`config.mk`:
```
export PLATFORM = sky130hd
export DESIGN_NAME = pi_loop_filter
export DESIGN_NICKNAME = d
export VERILOG_FILES = /design/src/rtl/pi_lf_pkg.sv /design/src/rtl/bw_gain_map.sv /design/src/rtl/pi_integrator.sv /design/src/rtl/pi_output_stage.sv /design/src/rtl/pi_loop_filter.sv
export SDC_FILE = /design/constraint.sdc
export NUM_CORES = 1
export LEC_CHECK = 0
export ABC_AREA = 1
export BUFFER_PORTS_ARGS = -buffer_cell sky130_fd_sc_hd__buf_2
export CAP_MARGIN = 20
export CORE_ASPECT_RATIO = 2
export CORE_UTILIZATION = 59
export DETAILED_ROUTE_END_ITERATION = 10
export PLACE_DENSITY = 0.85
export SYNTH_ARGS = -nofsm -noshare
export SYNTH_HDL_FRONTEND = slang
export SYNTH_HIERARCHICAL = 1
export SYNTH_SLANG_ARGS = --single-unit
```
`constraint.sdc`:
```
create_clock -name clk -period 19.2 [get_ports clk]
set_input_delay 1.92 -clock clk [delete_from_list [all_inputs] [get_ports clk]]
set_output_delay 1.92 -clock clk [all_outputs]
set_load 0.03 [all_outputs]
```
`src/rtl/pi_lf_pkg.sv`:
```
// Shared types for the PI loop filter.
// Assumes shift amounts never exceed 15.
package pi_lf_pkg;
    localparam int SHIFT_W = 4;

    typedef struct packed {
        logic [SHIFT_W-1:0] p_shift;
        logic [SHIFT_W-1:0] i_shift;
    } gain_shift_t;
endpackage

```
`src/rtl/bw_gain_map.sv`:
```
// Bandwidth selection and gain lookup.
// Picks the acquisition or locked code and turns it into a pair of shifts.
// Assumes P_SHIFT_MAX and I_SHIFT_MAX are at least 2**CODE_W - 1 and below 16.
module bw_gain_map #(
    parameter int CODE_W      = 3,
    parameter int P_SHIFT_MAX = 7,
    parameter int I_SHIFT_MAX = 10
) (
    input  logic              auto_bw,
    input  logic              locked,
    input  logic [CODE_W-1:0] acq_bw,
    input  logic [CODE_W-1:0] lock_bw,
    output pi_lf_pkg::gain_shift_t gains
);
    localparam int NUM_CODES = 1 << CODE_W;

    pi_lf_pkg::gain_shift_t table_q [NUM_CODES];
    logic [CODE_W-1:0]      sel_code;

    // Build one table entry per code: a wider bandwidth gives a smaller shift.
    for (genvar c = 0; c < NUM_CODES; c++) begin : g_tab
        assign table_q[c].p_shift = pi_lf_pkg::SHIFT_W'(P_SHIFT_MAX - c);
        assign table_q[c].i_shift = pi_lf_pkg::SHIFT_W'(I_SHIFT_MAX - c);
    end

    // Choose which programmed code is active for the next sample.
    always_comb begin
        if (auto_bw && !locked) sel_code = acq_bw;
        else                    sel_code = lock_bw;
    end

    assign gains = table_q[sel_code];
endmodule

```
`src/rtl/pi_integrator.sv`:
```
// Integral path with range clamp and optional anti-windup freeze.
// Updates only on valid samples and exposes the next value combinationally
// so that the output stage can use it in the same cycle.
// Assumes ERR_W <= FREQ_W and freq_min <= freq_max.
module pi_integrator #(
    parameter int ERR_W  = 12,
    parameter int FREQ_W = 16
) (
    input  logic                      clk,
    input  logic                      rst_n,
    input  logic                      err_valid,
    input  logic signed [ERR_W-1:0]   err_in,
    input  logic [pi_lf_pkg::SHIFT_W-1:0] i_shift,
    input  logic                      lim_int,
    input  logic signed [FREQ_W-1:0]  freq_now,
    input  logic signed [FREQ_W-1:0]  freq_min,
    input  logic signed [FREQ_W-1:0]  freq_max,
    output logic signed [FREQ_W-1:0]  integ_next,
    output logic signed [FREQ_W-1:0]  integ_q
);
    localparam int W = FREQ_W + 2;

    logic signed [W-1:0] err_w, inc_w, sum_w, lo_w, hi_w;
    logic                freeze;

    // Extend operands so the addition cannot wrap.
    always_comb begin
        err_w = {{(W-ERR_W){err_in[ERR_W-1]}}, err_in};
        lo_w  = {{2{freq_min[FREQ_W-1]}}, freq_min};
        hi_w  = {{2{freq_max[FREQ_W-1]}}, freq_max};
        inc_w = err_w >>> i_shift;
        sum_w = {{2{integ_q[FREQ_W-1]}}, integ_q} + inc_w;
    end

    // Freeze only when the update would push further past the limit in use.
    always_comb begin
        freeze = lim_int && (((freq_now == freq_max) && (inc_w > 0)) ||
                             ((freq_now == freq_min) && (inc_w < 0)));
    end

    // Next integrator value: held, or the clamped sum.
    always_comb begin
        if (freeze)            integ_next = integ_q;
        else if (sum_w > hi_w) integ_next = freq_max;
        else if (sum_w < lo_w) integ_next = freq_min;
        else                   integ_next = sum_w[FREQ_W-1:0];
    end

    // Integrator register.
    always_ff @(posedge clk) begin
        if (!rst_n)         integ_q <= '0;
        else if (err_valid) integ_q <= integ_next;
    end
endmodule

```
`src/rtl/pi_output_stage.sv`:
```
// Proportional path, sum and output saturation.
// Registers the frequency word on valid samples.
// Assumes ERR_W <= FREQ_W and freq_min <= freq_max.
module pi_output_stage #(
    parameter int ERR_W  = 12,
    parameter int FREQ_W = 16
) (
    input  logic                      clk,
    input  logic                      rst_n,
    input  logic                      err_valid,
    input  logic signed [ERR_W-1:0]   err_in,
    input  logic [pi_lf_pkg::SHIFT_W-1:0] p_shift,
    input  logic signed [FREQ_W-1:0]  integ_next,
    input  logic signed [FREQ_W-1:0]  freq_min,
    input  logic signed [FREQ_W-1:0]  freq_max,
    output logic signed [FREQ_W-1:0]  freq_q
);
    localparam int W = FREQ_W + 2;

    logic signed [W-1:0]      err_w, prop_w, sum_w, lo_w, hi_w;
    logic signed [FREQ_W-1:0] freq_d;

    // Proportional term added to the new integral value.
    always_comb begin
        err_w  = {{(W-ERR_W){err_in[ERR_W-1]}}, err_in};
        lo_w   = {{2{freq_min[FREQ_W-1]}}, freq_min};
        hi_w   = {{2{freq_max[FREQ_W-1]}}, freq_max};
        prop_w = err_w >>> p_shift;
        sum_w  = {{2{integ_next[FREQ_W-1]}}, integ_next} + prop_w;
    end

    // Saturate the sum to the programmed window.
    always_comb begin
        if (sum_w > hi_w)      freq_d = freq_max;
        else if (sum_w < lo_w) freq_d = freq_min;
        else                   freq_d = sum_w[FREQ_W-1:0];
    end

    // Output register.
    always_ff @(posedge clk) begin
        if (!rst_n)         freq_q <= '0;
        else if (err_valid) freq_q <= freq_d;
    end
endmodule

```
`src/rtl/pi_loop_filter.sv`:
```
// PI loop filter top: gain selection, integral path and output stage.
// One update per valid sample; both outputs are registered.
// Assumes freq_min <= freq_max and that the limits hold steady between samples.
module pi_loop_filter #(
    parameter int ERR_W       = 12,
    parameter int FREQ_W      = 16,
    parameter int CODE_W      = 3,
    parameter int P_SHIFT_MAX = 7,
    parameter int I_SHIFT_MAX = 10
) (
    input  logic                     clk,
    input  logic                     rst_n,
    input  logic                     err_valid,
    input  logic signed [ERR_W-1:0]  err_in,
    input  logic                     locked,
    input  logic                     auto_bw,
    input  logic                     lim_int,
    input  logic [CODE_W-1:0]        acq_bw,
    input  logic [CODE_W-1:0]        lock_bw,
    input  logic signed [FREQ_W-1:0] freq_min,
    input  logic signed [FREQ_W-1:0] freq_max,
    output logic signed [FREQ_W-1:0] freq_out,
    output logic signed [FREQ_W-1:0] integ_out
);
    pi_lf_pkg::gain_shift_t   gains;
    logic signed [FREQ_W-1:0] integ_next;

    bw_gain_map #(
        .CODE_W(CODE_W), .P_SHIFT_MAX(P_SHIFT_MAX), .I_SHIFT_MAX(I_SHIFT_MAX)
    ) u_map (
        .auto_bw(auto_bw), .locked(locked),
        .acq_bw(acq_bw), .lock_bw(lock_bw), .gains(gains)
    );

    pi_integrator #(.ERR_W(ERR_W), .FREQ_W(FREQ_W)) u_int (
        .clk(clk), .rst_n(rst_n), .err_valid(err_valid), .err_in(err_in),
        .i_shift(gains.i_shift), .lim_int(lim_int), .freq_now(freq_out),
        .freq_min(freq_min), .freq_max(freq_max),
        .integ_next(integ_next), .integ_q(integ_out)
    );

    pi_output_stage #(.ERR_W(ERR_W), .FREQ_W(FREQ_W)) u_out (
        .clk(clk), .rst_n(rst_n), .err_valid(err_valid), .err_in(err_in),
        .p_shift(gains.p_shift), .integ_next(integ_next),
        .freq_min(freq_min), .freq_max(freq_max), .freq_q(freq_out)
    );
endmodule

```
==> results summary <==
The post-synthesis sequential element count is 32. The final setup TNS is 0 ns. The combined global-route utilization of all metal layers came out at 42.0%. After global routing the overflow that remains totals 0. The number of setup buffers added after CTS is 0. nand2_1 takes more of the synthesized area than any other cell.

The largest net degree at the start of global routing is 64. Summing all flip-flop and latch instances after layout gives 641 µm². The worst register-to-register path begins at u_int/integ_q[0]. The post-detailed-route count of antenna-violating nets is 0. The number of antenna violations at the first check in global routing is 0. The data arrival time at the worst-slack endpoint is 11.91 ns. The register area share after synthesis came out at 8.71%.

The count of final setup violators came out at 0. The maximum single-stage delay on the critical path came out at 0.67 ns. Hold is met by 0.562 ns. The number of instances resized during post-cts repair came out at 0.

The number of cells traversed by the worst hold path is 2. The count of standard-cell rows is 57. STA classifies the critical path startpoint as a primary input. The total number of yosys warnings came out at 6. The global-route wire length before repair came out at 41.3 mm. For this run, the post-layout net count is 1528. The count of buffers inserted at the top-level ports is 87. The number of clock buffers added by TritonCTS is 5. The clock latency on the worst-skew pair is 0.29 ns. The worst hold path begins at u_out/freq_q[0]. In this run, post-CTS hold repair placed 0 buffers.

The number of antenna diodes in the final layout is 0. By area the synthesized netlist is led by nand2_1 (18%), ha_1 (18%), nand3_1 (11%), inv_1 (10%), dfxtp_1 (8.7%). The post-synthesis instance area is 7360 µm². The total vias in the final route came out at 9108. The maximum buffer depth of the clock tree came out at 2. Routability-driven placement finished with a final weighted congestion of 0.950.

The post-synthesis net count came out at 1466. The via count of the first global-routing pass came out at 8383. Leaving out fill and tap cells, the most frequent cell in the layout is nand2_1. The number of different library cells used by synthesis comes to 45. The largest individual stage delay along the critical path comes from the cell nand3_1.

The minimum clock period after layout is 11.70 ns. Each instance of the synthesized netlist takes up on average 5.64 µm². The top cell types in the final layout, fill and taps aside, are nand2_1 (347), inv_1 (204), nand3_1 (160).

The total area inside the core boundary comes to 12100 µm². By startpoint and endpoint, the worst setup path is classified as primary input to register. The min-delay analysis places its worst path in the category register to register.

The floorplan die width is 81.0 µm. The worst register-to-register path ends at u_out/freq_q[2]. For this run, design rule violations remaining after detail routing come to 0.

The number of DRC markers in iteration 0 is 1044. The area used by multi-input combinational logic came out at 5730 µm². The post-route clock skew is 0.00713 ns.

Compared with the post-synthesis result, the final layout area differs by 7.55%. The number of instances in the synthesized netlist is 1304. The maximum clock frequency came out at 0.0855 GHz. The number of slew-limit violations in the final report came to 0. The cell repeated most along the worst path is nand2_1. The TritonCTS sink count is 32. Setup repair after global routing left no endpoint under its margin. The proportion of netlist area held by the largest area contributor came out at 17.7%. The average detailed-routed wire length per instance is 17.5 µm.

The vertical extent of the die is 160 µm. The first-pass detailed-route iteration total is 7. Fill cells in the final layout number 1208.

The initial standard-cell utilization of the core is 60.7%. The fraction of layout instances using a drive strength above 1 is 9.58%. The tree is rooted in a clkbuf_16. 88 I/O pins were placed. The count of endpoints failing hold in the final timing report came out at 0. The clock edge transition at the registers on the reported setup and hold paths is 0.05 ns. The actual transition at the worst max-transition pin is 1.01 ns. The total wire length after detailed routing is 26.6 mm.

The die covers 12900 µm². The H-tree depth reported by CTS came out at 2. The end point of the most critical hold path is u_out/freq_q[0]. The kind of end point of the critical path is a register. The run finished with clean final reports. The largest fanout of any net on the critical path is 30. TritonCTS built the clock tree. The share of the clock period used by the worst path after layout came out at 60.9%. The post-detailed-placement half-perimeter wirelength came out at 21.1 mm. The cell count of the worst reg-to-reg path is 50. The flop-to-flop setup slack is 11.33 ns. The number of vias per cell is 6.02. The worst max-slew margin expressed relative to the limit came out at 32.4%.

The number of max-cap violations came out at 0. STA puts the critical path data required time at 19.41 ns.
## cells in the mapped netlist (all sizes together)
master  instances
dfxtp          32
fa              2
conb            1
nor3           11
nor4            1
xnor2           2
a21oi          72
nand4          14
o221ai          2
mux2i           3
nand3b          6
o211ai          5
nor2          135
a211oi          3
buf            23
nand2         358
nand3         172
o21ai          85
clkinv          1
o21bai          4
a21o            4
o21a            3
ha            104
or2             3
o22ai          11
inv           206
a21boi          3
a221oi          1
clkbuf          9
and2            1
xor2           27
## logic make-up (layout without fill, tap and decap cells)
kind of cell               after synthesis  count (layout)  share of synthesized area, %
muxes                                    3               3                         0.408
buffers and inverters                  239             302                          13.4
AOI/OAI and AO/OA                      193             193                          14.4
DFF                                     32              32                          8.71
and+or+nand+nor                        701             701                          41.3
other                                    1               1                        0.0510
xor gates and xnor gates                29              29                          3.55
adders and majority gates              106             106                          18.2
## registers in the layout, indices dropped and copies added (netlist names)
signal and count:
u_int/integ_q 16, u_out/freq_q 16
## layout make-up
type	count	share of cell area, %
timing repair buffer	87	5.50
clock inverter	3	0.237
clock buffer	5	1.58
inverter	207	9.82
multi-input combinational	1033	72.4
tap	147	2.32
sequential	32	8.10
## critical path: cells and delay by family
family	cells	cell delay [ns]
buffers and inverters	11	1.10
adder cells (fa/ha/maj)	7	2.03
AND/OR/NAND/NOR	38	5.41
AO/OA/AOI/OAI	7	1.42
## per-layer routing
metal,global-route usage [%],wire [µm]
met4,41.2,3220
met3,11.0,2470
met5,0,0
met2,67.3,12000
met1,41.6,8820
## worst max path at each step
| stage | start | end |
|---|---|---|
| after global routing | locked | u_out/freq_q[2] |
| after global placement | locked | u_out/freq_q[3] |
| after floorplan | locked | u_out/freq_q[10] |
| after detailed placement | locked | u_out/freq_q[2] |
| after CTS | locked | u_out/freq_q[2] |
| final | locked | u_out/freq_q[2] |
## stage by stage
step | instance area [µm²] | std cells | util (%) | setup WS, ns
2_1_floorplan | 7360 | 1304 | - | 10.04
3_3_place_gp | 7770 | 1506 | 64.1 | 7.79
3_5_place_dp | 7770 | 1506 | 64.1 | 7.44
4_1_cts | 7910 | 1514 | 65.3 | 7.68
5_1_grt | 7910 | 1514 | 65.3 | 6.40
6_report | 7910 | 1514 | 65.3 | 7.50
Power is left out: the tool's default activity adds up to more than one toggle a clock period on the data nets, which glitch-free logic cannot reach.
